--- config.mk ---
export PLATFORM = sky130hd
export DESIGN_NAME = ssc_tri_gen
export DESIGN_NICKNAME = d
export VERILOG_FILES = /design/src/rtl/ssc_tri_pkg.sv /design/src/rtl/ssc_tri_cfg.sv /design/src/rtl/ssc_tri_fsm.sv /design/src/rtl/ssc_tri_dp.sv /design/src/rtl/ssc_tri_gen.sv
export SDC_FILE = /design/constraint.sdc
export NUM_CORES = 1
export LEC_CHECK = 0
export BUFFER_PORTS_ARGS = -buffer_cell sky130_fd_sc_hd__buf_2
export CORE_ASPECT_RATIO = 0.8
export CORE_MARGIN = 5
export CORE_UTILIZATION = 40
export DETAILED_ROUTE_END_ITERATION = 12
export PLACE_DENSITY = 0.56
export SLEW_MARGIN = 10
export SYNTH_ARGS = -nofsm -noshare
export SYNTH_HDL_FRONTEND = slang
export SYNTH_SLANG_ARGS = --single-unit
--- constraint.sdc ---
create_clock -name clk -period 5.7 [get_ports clk]
set_input_delay 0.57 -clock clk [delete_from_list [all_inputs] [get_ports clk]]
set_output_delay 0.57 -clock clk [all_outputs]
set_load 0.1 [all_outputs]
--- src/rtl/ssc_tri_pkg.sv ---
package ssc_tri_pkg;

    typedef enum logic [2:0] {
        ST_IDLE  = 3'd0,
        ST_FALL  = 3'd1,
        ST_AT_LO = 3'd2,
        ST_RISE  = 3'd3,
        ST_AT_HI = 3'd4
    } ramp_state_t;

endpackage

--- src/rtl/ssc_tri_cfg.sv ---
module ssc_tri_cfg #(
    parameter int W = 18
) (
    input  logic         clk,
    input  logic         load,
    input  logic [W-1:0] bot_in,
    input  logic [W-1:0] top_in,
    input  logic [W-1:0] step_in,
    output logic [W-1:0] bot_q,
    output logic [W-1:0] top_q,
    output logic [W-1:0] step_q
);

    // Working copies of the programmed limits, refreshed only on load
    always_ff @(posedge clk) begin
        if (load) begin
            bot_q  <= bot_in;
            top_q  <= top_in;
            step_q <= step_in;
        end
    end

endmodule

--- src/rtl/ssc_tri_fsm.sv ---
module ssc_tri_fsm
    import ssc_tri_pkg::*;
(
    input  logic        clk,
    input  logic        rst_n,
    input  logic        enable,
    input  logic        hit_lo,
    input  logic        hit_hi,
    output ramp_state_t state_q
);

    ramp_state_t state_nxt;

    always_comb begin
        state_nxt = state_q;
        if (!enable) begin
            state_nxt = ST_IDLE;
        end else begin
            unique case (state_q)
                ST_IDLE:  state_nxt = ST_FALL;
                ST_FALL:  state_nxt = hit_lo ? ST_AT_LO : ST_FALL;
                ST_AT_LO: state_nxt = ST_RISE;
                ST_RISE:  state_nxt = hit_hi ? ST_AT_HI : ST_RISE;
                ST_AT_HI: state_nxt = ST_FALL;
                default:  state_nxt = ST_IDLE;
            endcase
        end
    end

    always_ff @(posedge clk) begin
        if (!rst_n) state_q <= ST_IDLE;
        else        state_q <= state_nxt;
    end

    AST_OFF_TO_IDLE: assert property (@(posedge clk) disable iff (!rst_n)
        !enable |=> state_q == ST_IDLE);

    AST_TURN_ONE_CYCLE: assert property (@(posedge clk) disable iff (!rst_n)
        (enable && (state_q == ST_AT_LO)) |=> (state_q == ST_RISE || state_q == ST_IDLE));

endmodule

--- src/rtl/ssc_tri_dp.sv ---
module ssc_tri_dp
    import ssc_tri_pkg::*;
#(
    parameter int W = 18
) (
    input  logic         clk,
    input  logic         rst_n,
    input  logic         enable,
    input  ramp_state_t  state_q,
    input  logic [W-1:0] top_in,
    input  logic [W-1:0] bot_q,
    input  logic [W-1:0] top_q,
    input  logic [W-1:0] step_q,
    output logic [W-1:0] frac_q,
    output logic         hit_lo,
    output logic         hit_hi
);

    localparam int WX = W + 1;

    logic [WX-1:0] frac_x, lo_plus, up_next;

    always_comb begin
        frac_x  = {1'b0, frac_q};
        lo_plus = {1'b0, bot_q} + {1'b0, step_q};
        up_next = frac_x + {1'b0, step_q};
        hit_lo  = (frac_x <= lo_plus);
        hit_hi  = (up_next >= {1'b0, top_q});
    end

    always_ff @(posedge clk) begin
        if (!rst_n || !enable) begin
            frac_q <= top_in;
        end else begin
            unique case (state_q)
                ST_IDLE:  frac_q <= top_in;
                ST_FALL:  frac_q <= hit_lo ? bot_q : (frac_q - step_q);
                ST_RISE:  frac_q <= hit_hi ? top_q : up_next[W-1:0];
                ST_AT_LO: frac_q <= frac_q;
                ST_AT_HI: frac_q <= frac_q;
                default:  frac_q <= top_in;
            endcase
        end
    end

    AST_FALL_STEP: assert property (@(posedge clk) disable iff (!rst_n)
        (enable && state_q == ST_FALL && !hit_lo) |=> frac_q == $past(frac_q) - $past(step_q));

    AST_CLAMP_LO: assert property (@(posedge clk) disable iff (!rst_n)
        (enable && state_q == ST_FALL && hit_lo) |=> frac_q == $past(bot_q));

    AST_RISE_STEP: assert property (@(posedge clk) disable iff (!rst_n)
        (enable && state_q == ST_RISE && !hit_hi) |=> frac_q == $past(frac_q) + $past(step_q));

    AST_CLAMP_HI: assert property (@(posedge clk) disable iff (!rst_n)
        (enable && state_q == ST_RISE && hit_hi) |=> frac_q == $past(top_q));

endmodule

--- src/rtl/ssc_tri_gen.sv ---
module ssc_tri_gen
    import ssc_tri_pkg::*;
#(
    parameter int W = 18
) (
    input  logic         clk,
    input  logic         rst_n,
    input  logic         enable,
    input  logic [W-1:0] bot_frac,
    input  logic [W-1:0] top_frac,
    input  logic [W-1:0] step_frac,
    output logic [W-1:0] frac_out,
    output logic         dir_down
);

    ramp_state_t  state_q;
    logic         hit_lo, hit_hi, cfg_load;
    logic [W-1:0] bot_q, top_q, step_q;

    // Limits may only change when parked or at a turnaround
    always_comb begin
        cfg_load = !rst_n || !enable ||
                   (state_q == ST_IDLE) || (state_q == ST_AT_LO) || (state_q == ST_AT_HI);
    end

    ssc_tri_cfg #(.W(W)) u_cfg (
        .clk     (clk),
        .load    (cfg_load),
        .bot_in  (bot_frac),
        .top_in  (top_frac),
        .step_in (step_frac),
        .bot_q   (bot_q),
        .top_q   (top_q),
        .step_q  (step_q)
    );

    ssc_tri_fsm u_fsm (
        .clk     (clk),
        .rst_n   (rst_n),
        .enable  (enable),
        .hit_lo  (hit_lo),
        .hit_hi  (hit_hi),
        .state_q (state_q)
    );

    ssc_tri_dp #(.W(W)) u_dp (
        .clk     (clk),
        .rst_n   (rst_n),
        .enable  (enable),
        .state_q (state_q),
        .top_in  (top_frac),
        .bot_q   (bot_q),
        .top_q   (top_q),
        .step_q  (step_q),
        .frac_q  (frac_out),
        .hit_lo  (hit_lo),
        .hit_hi  (hit_hi)
    );

    // Output decode: descending, parked or clamped low read as down
    always_comb begin
        unique case (state_q)
            ST_RISE, ST_AT_HI: dir_down = 1'b0;
            default:           dir_down = 1'b1;
        endcase
    end

    AST_IDLE_AT_TOP: assert property (@(posedge clk) disable iff (!rst_n)
        (state_q == ST_IDLE) |-> (frac_out == top_q));

    AST_CFG_FROZEN: assert property (@(posedge clk) disable iff (!rst_n)
        (enable && (state_q == ST_FALL || state_q == ST_RISE))
        |=> ($stable(bot_q) && $stable(top_q) && $stable(step_q)));

    AST_UP_AFTER_LO: assert property (@(posedge clk) disable iff (!rst_n)
        (enable && state_q == ST_AT_LO) |-> dir_down);

    AST_DOWN_AFTER_HI: assert property (@(posedge clk) disable iff (!rst_n)
        (enable && state_q == ST_AT_HI) |=> (dir_down || !enable));

endmodule

After elaboration in Yosys (flattened, before gate mapping)
Index checks and enable logic that the tools add are counted.
{"block": "word_totals", "inputBits": 57, "wordCells": 34, "reg_bits": 75, "out_inout_bits": 19}
{"block": "op_classes", "addsub": 3, "n_reduce_logical": 11, "magnitude_cmp": 2, "eq_ne": 5, "n_mux": 8}
{"operator": "18-bit 2-to-1 mux", "n": 3}
{"operator": "18-bit case mux with 3 select lines", "n": 1}
{"operator": "18-bit by 18-bit adder with 19-bit output", "n": 2}
{"operator": "19-bit by 18-bit >= comparator with 1-bit output", "n": 1}
{"operator": "18-bit by 19-bit <= comparator with 1-bit output", "n": 1}
{"operator": "18-bit subtractor", "n": 1}
{"operator": "3-bit case mux with 4 select lines", "n": 1}
{"operator": "3-bit by 2-bit equality test with 1-bit output (second input constant)", "n": 2}
{"operator": "2-bit OR reduction", "n": 3}
{"operator": "1-bit logical OR", "n": 4}
{"operator": "3-bit by 1-bit equality test with 1-bit output (second input constant)", "n": 1}
{"operator": "3-bit equality test (second input constant)", "n": 1}
{"operator": "3-bit zero test", "n": 1}
{"operator": "3-bit 2-to-1 mux", "n": 1}
{"operator": "1-bit zero test", "n": 2}
{"operator": "2-bit 2-to-1 mux", "n": 1}
{"operator": "2-bit by 1-bit != test with 1-bit output (second input constant)", "n": 1}
{"operator": "2-bit AND reduction", "n": 1}
{"operator": "1-bit 2-to-1 mux", "n": 1}

Depth between registers and ports, before layout
Gate-level depths: netlist of the first run.
{"block": "depth", "word_depth": 5, "ltp_mapped": 22, "depth_no_buf": 21}

Hierarchy
From an unflattened synthesis of the first run, not the netlist that was laid out.
{"block": "hier_totals", "cells_unflattened": 631, "hier_area_um2": 6301.0}
{"mod": "ssc_tri_dp", "cells_per_inst": 558, "area_per_inst_um2": 4514.3, "seq_area_each_um2": 540.5, "instances": 1}
{"mod": "ssc_tri_cfg", "cells_per_inst": 54, "area_per_inst_um2": 1621.6, "seq_area_each_um2": 1621.6, "instances": 1}
{"mod": "ssc_tri_fsm", "cells_per_inst": 14, "area_per_inst_um2": 133.9, "seq_area_each_um2": 60.1, "instances": 1}
{"mod": "ssc_tri_gen", "cells_per_inst": 5, "area_per_inst_um2": 31.3, "seq_area_each_um2": 0.0, "instances": 1}

Least setup slack after synthesis of the first run
No wires, ideal clock.
{"block": "synth_path", "path_type": "flip-flop to flip-flop", "from": "reg u_dp.frac_q[1]", "to": "reg u_dp.frac_q[12], data pin", "path_stages_with_launch": 20, "period_less_slack_ns": 5.263, "setup_slack_ns": 0.437, "arrival_time_ns": 5.004, "setup_time_ns": 0.259, "required_ns": 5.441, "path_cell_list": "edfxtp_1 -> inv_1 -> fa_1 -> nor2_1 -> o221ai_1 -> a311oi_1 -> a211oi_4 -> a31oi_4 -> a2111oi_1 -> nor3_1 -> ha_1 -> a21o_1 -> a211oi_1 -> o211ai_1 -> a21oi_1 -> a21boi_4 -> buf_6 -> mux2i_1 -> nor2_1 -> a211o_1"}
{"block": "synth_via", "elab_chain_cells": 5, "elab_cells_between_ends": 8}
{"item": "start, declared", "line_no": "ssc_tri_dp.sv:14", "rtl": "output logic [W-1:0] frac_q,"}
{"item": "start signal, assigned", "line_no": "ssc_tri_dp.sv:33", "rtl": "frac_q <= top_in;"}
{"item": "start signal, assigned", "line_no": "ssc_tri_dp.sv:36", "rtl": "ST_IDLE: frac_q <= top_in;"}
{"item": "start signal, assigned", "line_no": "ssc_tri_dp.sv:37", "rtl": "ST_FALL: frac_q <= hit_lo ? bot_q : (frac_q - step_q);"}
{"item": "18-bit by 18-bit adder with 19-bit output", "line_no": "ssc_tri_dp.sv:26", "rtl": "up_next = frac_x + {1'b0, step_q};"}
{"item": "19-bit by 18-bit >= comparator with 1-bit output", "line_no": "ssc_tri_dp.sv:28", "rtl": "hit_hi = (up_next >= {1'b0, top_q});"}
{"item": "18-bit 2-to-1 mux", "line_no": "ssc_tri_dp.sv:38", "rtl": "ST_RISE: frac_q <= hit_hi ? top_q : up_next[W-1:0];"}
{"item": "18-bit case mux with 3 select lines (*)", "line_no": "ssc_tri_dp.sv:35", "rtl": "unique case (state_q)"}
{"item": "18-bit 2-to-1 mux (*)", "line_no": "ssc_tri_dp.sv:32", "rtl": "if (!rst_n || !enable) begin"}
Mark *: on every way between the ends. The rest lies on a longest branch, timed or not.
A chain may end at the register's enable or synchronous reset.

Worst setup path after layout of the first run
{"block": "layout_path", "from": "reg u_cfg.step_q[1]", "to": "reg u_dp.frac_q[17], data pin"}
{"block": "layout_via", "elab_chain_cells": 5, "elab_cells_between_ends": 9}
{"item": "start, declared", "line_no": "ssc_tri_cfg.sv:11", "rtl": "output logic [W-1:0] step_q"}
{"item": "start signal, assigned", "line_no": "ssc_tri_cfg.sv:19", "rtl": "step_q <= step_in;"}
{"item": "18-bit by 18-bit adder with 19-bit output (on tied branches)", "line_no": "ssc_tri_dp.sv:26, ssc_tri_dp.sv:25"}
{"item": "19-bit by 18-bit >= comparator with 1-bit output or 18-bit by 19-bit <= comparator with 1-bit output (tied branches)", "line_no": "ssc_tri_dp.sv:28, ssc_tri_dp.sv:27"}
{"item": "18-bit 2-to-1 mux (on tied branches)", "line_no": "ssc_tri_dp.sv:38, ssc_tri_dp.sv:37"}
{"item": "18-bit case mux with 3 select lines (*)", "line_no": "ssc_tri_dp.sv:35"}
{"item": "18-bit 2-to-1 mux (*)", "line_no": "ssc_tri_dp.sv:32"}
{"item": "end signal, assigned", "line_no": "ssc_tri_dp.sv:33"}
{"item": "end signal, assigned", "line_no": "ssc_tri_dp.sv:36"}
{"item": "end signal, assigned", "line_no": "ssc_tri_dp.sv:38"}
Marks and branches as above.

==> results of run 1 <==
## cell families (layout without fill, tap and decap cells)
family	count (synthesis)	in the layout	synth area share [%]
AOI/OAI and AO/OA	187	188	20.2
and+or+nand+nor	166	166	12.6
adders and majority gates	92	92	18.2
buffers and inverters	84	178	5.15
DFF	75	75	34.5
xor gates and xnor gates	41	41	5.58
muxes	24	24	3.79
## what timing repair did
| action | CTS | global route |
|---|---|---|
| setup buffers | 0 | 5 |
| resized for setup | 0 | 3 |
| endpoints found under the setup margin | 0 | 18 |
## Yosys cell counts (4+ instances only)
cell type	instances	area [µm²]
a211o_1	4	35.0
o221ai_1	9	78.8
nor2_1	54	203
inv_1	65	244
mux2i_1	21	210
nand2_1	29	109
or3_1	10	62.6
a211oi_1	7	52.6
a21oi_1	49	245
o21a_1	19	143
nor2b_1	12	75.1
nand3_1	9	45.0
clkbuf_1	15	56.3
a31oi_1	10	62.6
ha_1	89	1110
and3_1	7	43.8
nand4_1	6	37.5
xor2_1	13	114
o21bai_1	8	60.1
o31a_1	5	43.8
o21ai_0	21	105
xnor2_1	28	245
edfxtp_1	72	2160
nand2b_1	9	56.3
a21o_1	15	113
o22ai_1	4	25.0
o211ai_1	8	60.1
or2_2	5	31.3
nor3_1	15	75.1
## state kept, by name, indices dropped and copies added (netlist names)
register	cells
u_cfg.top_q	18
u_cfg.bot_q	18
u_dp.frac_q	18
u_cfg.step_q	18
u_fsm.state_q	3
## cell type report
cell class / instances / area [µm²] / share of cell area, %
well taps: 215 / 269 / 3.58
repair buffers: 97 / 553 / 7.36
clock buffers: 12 / 267 / 3.55
inverters: 65 / 244 / 3.25
flip-flops and latches: 75 / 2220 / 29.6
clock inverters: 4 / 47.5 / 0.632
multi-input cells: 511 / 3920 / 52.1
## where the power goes
part / switching, mW / internal, mW / leakage, nW / total [mW]
registers: 0.0340 / 0.645 / 0.782 / 0.679
clock network: 0.231 / 0.373 / 0.155 / 0.604
logic: 0.537 / 0.376 / 2.43 / 0.913
total: 0.802 / 1.39 / 3.37 / 2.20
## per-stage QoR
| stage | power, mW | hold slack, ns | instances |
|---|---|---|---|
| CTS | 2.17 | 0.365 | 973 |
| finish | 2.20 | 0.388 | 979 |
| detailed placement | 1.56 | 0.597 | 957 |
| global placement | 1.55 | 0.577 | 957 |
| global route | 2.34 | 0.373 | 979 |
| floorplan | 1.33 | 0.618 | 669 |
## worst max-delay path, cell delays in order (launching register included)
cell and delay (ns):
edfxtp_1 0.39, buf_4 0.17, ha_1 0.26, a21o_1 0.18
a21oi_1 0.27, o21bai_1 0.16, a31oi_2 0.27, o21ai_1 0.20
o41ai_2 0.27, buf_4 0.20, o311ai_0 0.16, a21oi_1 0.21
xor2_1 0.17, ha_1 0.25, nand3_1 0.13, nor4_1 0.07
buf_4 0.15, a221oi_1 0.27, o21ai_0 0.17, nor3_2 0.22
buf_4 0.23, buf_4 0.15, nand2_1 0.05, o311a_1 0.37
a2bb2oi_1 0.16
## cell usage in the layout (no fill, tap or decap), types with 4 or more instances in the layout
master / synthesis / routed
a211o_1: 4 / 4
a211oi_1: 7 / 7
a21o_1: 15 / 15
a21oi_1: 49 / 49
a31oi_1: 10 / 9
and3_1: 7 / 7
buf_2: 1 / 75
buf_4: 2 / 21
clkbuf_16: 0 / 9
edfxtp_1: 72 / 72
ha_1: 89 / 89
inv_1: 65 / 65
mux2i_1: 21 / 21
nand2_1: 29 / 29
nand2b_1: 9 / 9
nand3_1: 9 / 9
nand4_1: 6 / 6
nor2_1: 54 / 53
nor2b_1: 12 / 12
nor3_1: 15 / 15
o211ai_1: 8 / 8
o21a_1: 19 / 19
o21ai_0: 21 / 20
o21bai_1: 8 / 8
o221ai_1: 9 / 9
o22ai_1: 4 / 4
o31a_1: 5 / 5
or2_2: 5 / 5
or3_1: 10 / 10
xnor2_1: 28 / 28
xor2_1: 13 / 13
## path summary, 6_finish.rpt
check | from | end
max | u_cfg.step_q[1] | u_dp.frac_q[17]
min | bot_frac[3] | u_cfg.bot_q[3]
max reg2reg | u_cfg.step_q[1] | u_dp.frac_q[17]
min reg2reg | u_fsm.state_q[2] | u_fsm.state_q[1]
## layer usage
layer	up-vias	share of wire (%)	GRT usage (%)
met2	151	41	28.2
met3	24	5.8	4.76
li1	2640	-	-
met5	-	0	0
met1	2494	51	27.5
met4	0	2.0	7.07
==> flow_summary.toml, run 1 <==
[run_status]
outcome = "completed"

[yosys]
yosys_warnings = 0
synth-edff-count = 72
syn_nets = 818
syn-instance-count = 669
ys_seq_area_share_pct = 34.5
ys_types = 64
syn-cell-area_mm2 = 0.00644
synth-seq-cells = 75
synth_ff_type = "edfxtp_1"
syn_area_per_cell_um2 = 9.63
ys_async_sr_fraction_pct = 0

[critical_path]
end_kind = "register"
worstSetupPathType = "register to register"
critPathLaunchType = "register"
reg2reg_depth = 24
required_ns = 5.89
path_max_fanout = 7
rrSetupSlack_ns = 0.42
cp.arrival_ns = 5.47

[placement]
dpl_cell_area_mm2 = 0.00713
place.gp.congestion = 0.889
pre_cts_ws_ns = 0.173
dp_hpwl_um = 13800
io_buffers = 75

[timing]
max_freq_ghz = 0.189
skew_ns = 0.00776
finalHoldViolCount = 0
worst_slack_ns = 0.418
period_share_pct = 92.7
setup_viol = 0
slew_headroom_pct = 26.4
rsz0062_at_grt = "no"
fin_crit_ns = 5.28
worst_pin_slew_ns = 1.10
setup_tns_ns = 0
slew_violations = 0

[routing]
drt_iter0_drc = 315
finalWirelength_um = 17600
viasPerCell = 5.42
wl_per_cell_um = 18.0
ant_nets = 0
vias = 5309
dr.pass1.iters = 4
drc = 0

[floorplan]
die-area_mm2 = 0.0188
io_pins = 76
start_util_pct = 40.8
die_h_um = 124
core_area_mm2 = 0.0158
rows = 41
die_w_um = 152

[finish]
fin_nets = 908
area_growth_pct = 16.7
n_antenna_cell = 0
drive_gt1_share_pct = 17.1
final_area_mm2 = 0.00752
fillCellCount = 1543
utilization_pct = 47.6

[clock_network]
cts_max_level = 3
clk_pin_slew_ns = 0.06
cts_made_buffers = 9
clockBufferDepth = 2
cts_root_buf = "clkbuf_16"
cts-hold-fix-buffers = 0
cts_tree = "yes"
clk_latency_ns = 0.35
clock-sinks = 75

[global_routing]
grt_max_degree = 55
antenna_found_initial = 0
grt_use_total_pct = 19.2
grt_pass1_vias = 5200
gr-total-overflow = 0
grt_pass1_wl_um = 28000

[power]
leakagePower_nw = 3.37
pwr_density_cell_mw_per_mm2 = 292
irDropWorstVdd_v = 0.000161

[hold_path]
hold_depth = 1
hold_path_class = "input port to register"

[flow_run]
max_cap_viol_count = 0
Power figures use the tool's default switching activity.
==> run 2, diff against run 1 <==
- clock period: 5.7 -> 5.4 ns (I/O delays scaled with it)
==> flow_summary.toml, run 2 (synthesis gave the netlist of run 1 again) <==
[run_status]
outcome = "completed"

[timing]
slew_headroom_pct = 23.7
worst_slack_ns = 0.207
fin_crit_ns = 5.19
worst_pin_slew_ns = 1.14
max_freq_ghz = 0.193
fin_hold_ws_ns = 0.361
setup_tns_ns = 0
slew_violations = 0
setup_viol = 0
period_share_pct = 96.2
rsz0062_at_grt = "yes"
skew_ns = 0.00571
finalHoldViolCount = 0

[critical_path]
cp_slowest_stage_delay_ns = 0.47
worstSetupPathType = "register to register"
cp.arrival_ns = 5.30
slowest_stage = "edfxtp_1"
end_kind = "register"
cp_common_cell = "ha_1"
required_ns = 5.50
critPathLaunchType = "register"
path_max_fanout = 15
cp_cell_sequence = "ha_1 > or3b_1 > a31oi_2 > a311oi_4 > a211oi_4 > a31oi_4 > a2111oi_2 > nor3_1 > ha_1 > a21o_1 > a211oi_1 > o211ai_1 > a21oi_2 > a21boi_4 > buf_6 > mux2i_1 > o221ai_1 > o21a_1"

[global_routing]
grt_pass1_wl_um = 28300
antenna_found_initial = 0
grt_max_degree = 37
grt_use_total_pct = 19.4
grt_pass1_vias = 5272
gr-total-overflow = 0

[placement]
pre_cts_ws_ns = -0.348
place.gp.congestion = 0.919
io_buffers = 75
dp_hpwl_um = 14000
dpl_cell_area_mm2 = 0.00708

[routing]
drt_iter0_drc = 563
wl_per_cell_um = 18.7
ant_nets = 0
finalWirelength_um = 18100
dr.pass1.iters = 5
viasPerCell = 5.53
drc = 0
vias = 5352

[hold_path]
hold_path_class = "input port to register"

[finish]
layout_commonest_cell = "ha_1"
final_cell_mix = "88 x ha_1, 75 x buf_2, 72 x edfxtp_1"
fin_nets = 896
drive_gt1_share_pct = 16.5
final_area_mm2 = 0.00750
multi_input_area_mm2 = 0.00396
area_growth_pct = 16.5
n_antenna_cell = 0
fillCellCount = 1530
register_area_mm2 = 0.00222

[floorplan]
die_h_um = 124
core_area_mm2 = 0.0158
die-area_mm2 = 0.0188
rows = 41
io_pins = 76
start_util_pct = 40.8
die_w_um = 152

[clock_network]
cts_made_buffers = 9
clock-sinks = 75
clk_pin_slew_ns = 0.06
cts-hold-fix-buffers = 0
cts_tree = "yes"
cts_max_level = 3
clockBufferDepth = 2
clk_latency_ns = 0.35
cts_root_buf = "clkbuf_16"

[power]
leakagePower_nw = 3.32
total_power_mw = 2.36
irDropWorstVdd_v = 0.000197
pwr_density_cell_mw_per_mm2 = 315

[flow_run]
max_cap_viol_count = 0
[run 2: cell count changes in the layout (fill, tap and decap cells not counted), sizes merged]
cell      previous run  this run
clkinv               2         4
clkbuf              12         9
a21boi               3         2
buf                 97        86
clkinvlp             1         0
bufinv               1         3
[run 2: timing repair]
| item | CTS | global route |
|---|---|---|
| endpoints found under the setup margin | 15 | 18 |
| hold endpoints to repair | 0 | 0 |
| buffers inserted | 0 | 2 |
| resized for setup | 5 | 10 |
[run 2: path summary, 6_finish.rpt]
check | start | end | slack, ns | cells after the start
worst max register to register | u_dp.frac_q[6] | u_dp.frac_q[5] | 0.21 | 18
worst max-delay path | u_dp.frac_q[6] | u_dp.frac_q[5] | 0.21 | 18
worst min register to register | u_fsm.state_q[2] | u_fsm.state_q[1] | 0.60 | 1
worst min-delay path | bot_frac[11] | u_cfg.bot_q[11] | 0.36 | 1
[run 2: final cells by class]
| type | instances | area share, % |
|---|---|---|
| clock buffers | 9 | 3.00 |
| flip-flops and latches | 75 | 29.6 |
| well taps | 215 | 3.59 |
| inverters | 65 | 3.25 |
| multi-input cells | 510 | 52.8 |
| clock inverters | 7 | 1.42 |
| repair buffers | 86 | 6.32 |
[run 2: worst max-delay path, delay by kind of cell (launching register included)]
| kind | cells | cell delay (ns) |
|---|---|---|
| flip-flops | 1 | 0.47 |
| adder cells (fa/ha/maj) | 2 | 0.65 |
| buffers and inverters | 1 | 0.23 |
| multiplexers | 1 | 0.23 |
| AND/OR/NAND/NOR | 2 | 0.52 |
| AO/OA/AOI/OAI | 12 | 2.84 |
[run 2: power breakdown]
part | internal, mW | switching, mW | total, mW
logic | 0.377 | 0.575 | 0.951
clock network | 0.446 | 0.245 | 0.690
registers | 0.681 | 0.0389 | 0.720
total | 1.50 | 0.858 | 2.36
[run 2: stage by stage]
step | util [%] | std cells
2_1_floorplan | - | 669
3_3_place_gp | 44.8 | 949
3_5_place_dp | 44.8 | 949
4_1_cts | 47.1 | 965
5_1_grt | 47.5 | 967
6_report | 47.5 | 967
[run 2: metal layers]
layer | share of wire, % | vias to the layer above | global-route usage (%)
li1 | - | 2619 | -
met1 | 49 | 2527 | 27.7
met2 | 43 | 188 | 29.2
met3 | 6.6 | 18 | 4.55
met4 | 2.1 | 0 | 6.18
met5 | 0 | - | 0
==> run 3, diff against run 2 <==
- SYNTH_HIERARCHICAL: unset -> 1
- clock period: 5.4 -> 5.5 ns (I/O delays scaled with it)
==> flow_summary.toml, run 3 <==
[floorplan]
start_util_pct = 40.4
die-area_mm2 = 0.0184
die_w_um = 150
die_h_um = 122
rows = 41
io_pins = 76
core_area_mm2 = 0.0156

[timing]
worst_slack_ns = 0.237
max_freq_ghz = 0.190
setup_tns_ns = 0
fin_crit_ns = 5.26
worst_pin_slew_ns = 0.871
fin_hold_ws_ns = 0.369
slew_headroom_pct = 41.9
skew_ns = 0.0101
slew_violations = 0
setup_viol = 0
rsz0062_at_grt = "no"
period_share_pct = 95.7
finalHoldViolCount = 0

[clock_network]
cts-hold-fix-buffers = 0
cts_max_level = 3
cts_setup_buffers = 0
cts_resized = 0
clockBufferDepth = 2
cts_tree = "yes"
cts_made_buffers = 9
clk_latency_ns = 0.35
clock-sinks = 75
cts_root_buf = "clkbuf_16"
clk_pin_slew_ns = 0.06

[finish]
n_antenna_cell = 0
area_growth_pct = 14.1
fillCellCount = 1541
fin_nets = 854
register_area_mm2 = 0.00222
drive_gt1_share_pct = 15.8
layout_commonest_cell = "ha_1"
finalNonFillerCells = 924
multi_input_area_mm2 = 0.00378
final_cell_mix = "89 x ha_1, 75 x buf_2, 72 x edfxtp_1"

[placement]
dp_hpwl_um = 14200
pre_cts_ws_ns = 0.330
place.gp.congestion = 0.929
dp.cells = 909
io_buffers = 75

[yosys]
synth_most_common_cell = "ha_1"
synth-seq-cells = 75
syn_nets = 780
synth_ff_type = "edfxtp_1"
ys_top_cells_by_area = "edfxtp_1 34%, ha_1 18%, xnor2_1 4.0%"
yosys.area_share.simple_pct = 11.1
yosys_warnings = 6
synth_adder_area_share_pct = 18.6
syn-cell-area_mm2 = 0.00630
syn-instance-count = 631
synth_top_area_share_pct = 34.3
synth_top_family_by_area = "compound AO/OA/AOI/OAI gates"
synth_top_area_cell = "edfxtp_1"
synthTopCellsByCount = "89 x ha_1, 72 x edfxtp_1, 55 x inv_1"
synth-compound-area-share_pct = 19.4
syn_area_per_cell_um2 = 9.99
synthMuxAreaShare_pct = 4.19
ys_seq_area_share_pct = 35.3
synthXorXnorAreaFrac_pct = 6.39
synth-edff-count = 72
ys_async_sr_fraction_pct = 0
ys_types = 69

[run_status]
outcome = "completed"

[power]
total_power_mw = 2.29
irDropWorstVdd_v = 0.000148
pwr_density_cell_mw_per_mm2 = 319
leakagePower_nw = 3.18

[routing]
dr.pass1.iters = 5
drt_iter0_drc = 390
ant_nets = 0
viasPerCell = 5.52
drc = 0
wl_per_cell_um = 19.8
vias = 5099
finalWirelength_um = 18300

[global_routing]
gr-total-overflow = 0
grt_use_total_pct = 20.2
antenna_found_initial = 0
grt_pass1_wl_um = 28000
grt_max_degree = 29
grt_pass1_vias = 4884

[critical_path]
worstSetupPathType = "register to register"
path_max_fanout = 10
critPathLaunchType = "register"
end_kind = "register"
cp.arrival_ns = 5.36
required_ns = 5.60

[flow_run]
max_cap_viol_count = 0

[hold_path]
hold_path_class = "input port to register"
## run 3: layer usage
| metal | part of all wire (%) | global-route usage (%) | vias up |
|---|---|---|---|
| met1 | 49 | 29.8 | 2424 |
| met5 | 0 | 0 | - |
| met4 | 1.6 | 5.89 | 0 |
| met3 | 8.0 | 5.39 | 17 |
| met2 | 42 | 28.9 | 188 |
| li1 | - | - | 2470 |
## run 3: worst max-delay path, stage by stage, from the launching register on
cell and delay, ns:
edfxtp_1 0.46, ha_1 0.30, a21o_1 0.20, a211oi_2 0.23, nor2_1 0.09, o41a_1 0.34
a21o_1 0.22, a31o_1 0.24, a41o_1 0.28, o41ai_2 0.27, xor2_1 0.20, ha_1 0.28
nand4_1 0.19, nor4_1 0.10, nor3_1 0.16, nand2_1 0.12, a211oi_4 0.44, buf_4 0.33
mux2i_1 0.21, nor2_1 0.05, a221o_1 0.27
## run 3: worst paths after layout
path / start / slack, ns / cells after the start / to
hold reg to reg: u_fsm/state_q[0] / 0.61 / 2 / u_fsm/state_q[2]
hold / removal: bot_frac[9] / 0.37 / 1 / u_cfg/bot_q[9]
setup / recovery: u_cfg/step_q[1] / 0.24 / 20 / u_dp/frac_q[3]
setup reg to reg: u_cfg/step_q[1] / 0.24 / 20 / u_dp/frac_q[3]
## run 3: report_power, final
group,internal (mW),total (mW),switching (mW)
clock,0.343,0.575,0.233
combinational,0.386,0.998,0.612
sequential,0.673,0.718,0.0449
## run 3: cells by family (layout without fill, tap and decap cells)
family / Yosys count / after routing
flip-flops: 75 / 75
AND/OR/NAND/NOR: 144 / 144
adder cells (fa/ha/maj): 92 / 92
AO/OA/AOI/OAI: 172 / 172
buffers and inverters: 76 / 154
XOR/XNOR: 46 / 46
multiplexers: 26 / 26
## run 3: layout make-up
class / instances / share of cell area (%)
clock buffers: 10 / 3.18
clock inverters: 5 / 0.626
inverters: 55 / 2.87
multi-input cells: 480 / 52.5
flip-flops and latches: 75 / 30.9
well taps: 215 / 3.74
repair buffers: 84 / 6.16
## run 3: per-stage QoR
step,utilization [%],instance area [µm²]
after floorplan,-,6300
after global placement,44.4,6920
after detailed placement,44.4,6920
after CTS,46.1,7190
after global routing,46.1,7190
final,46.1,7190
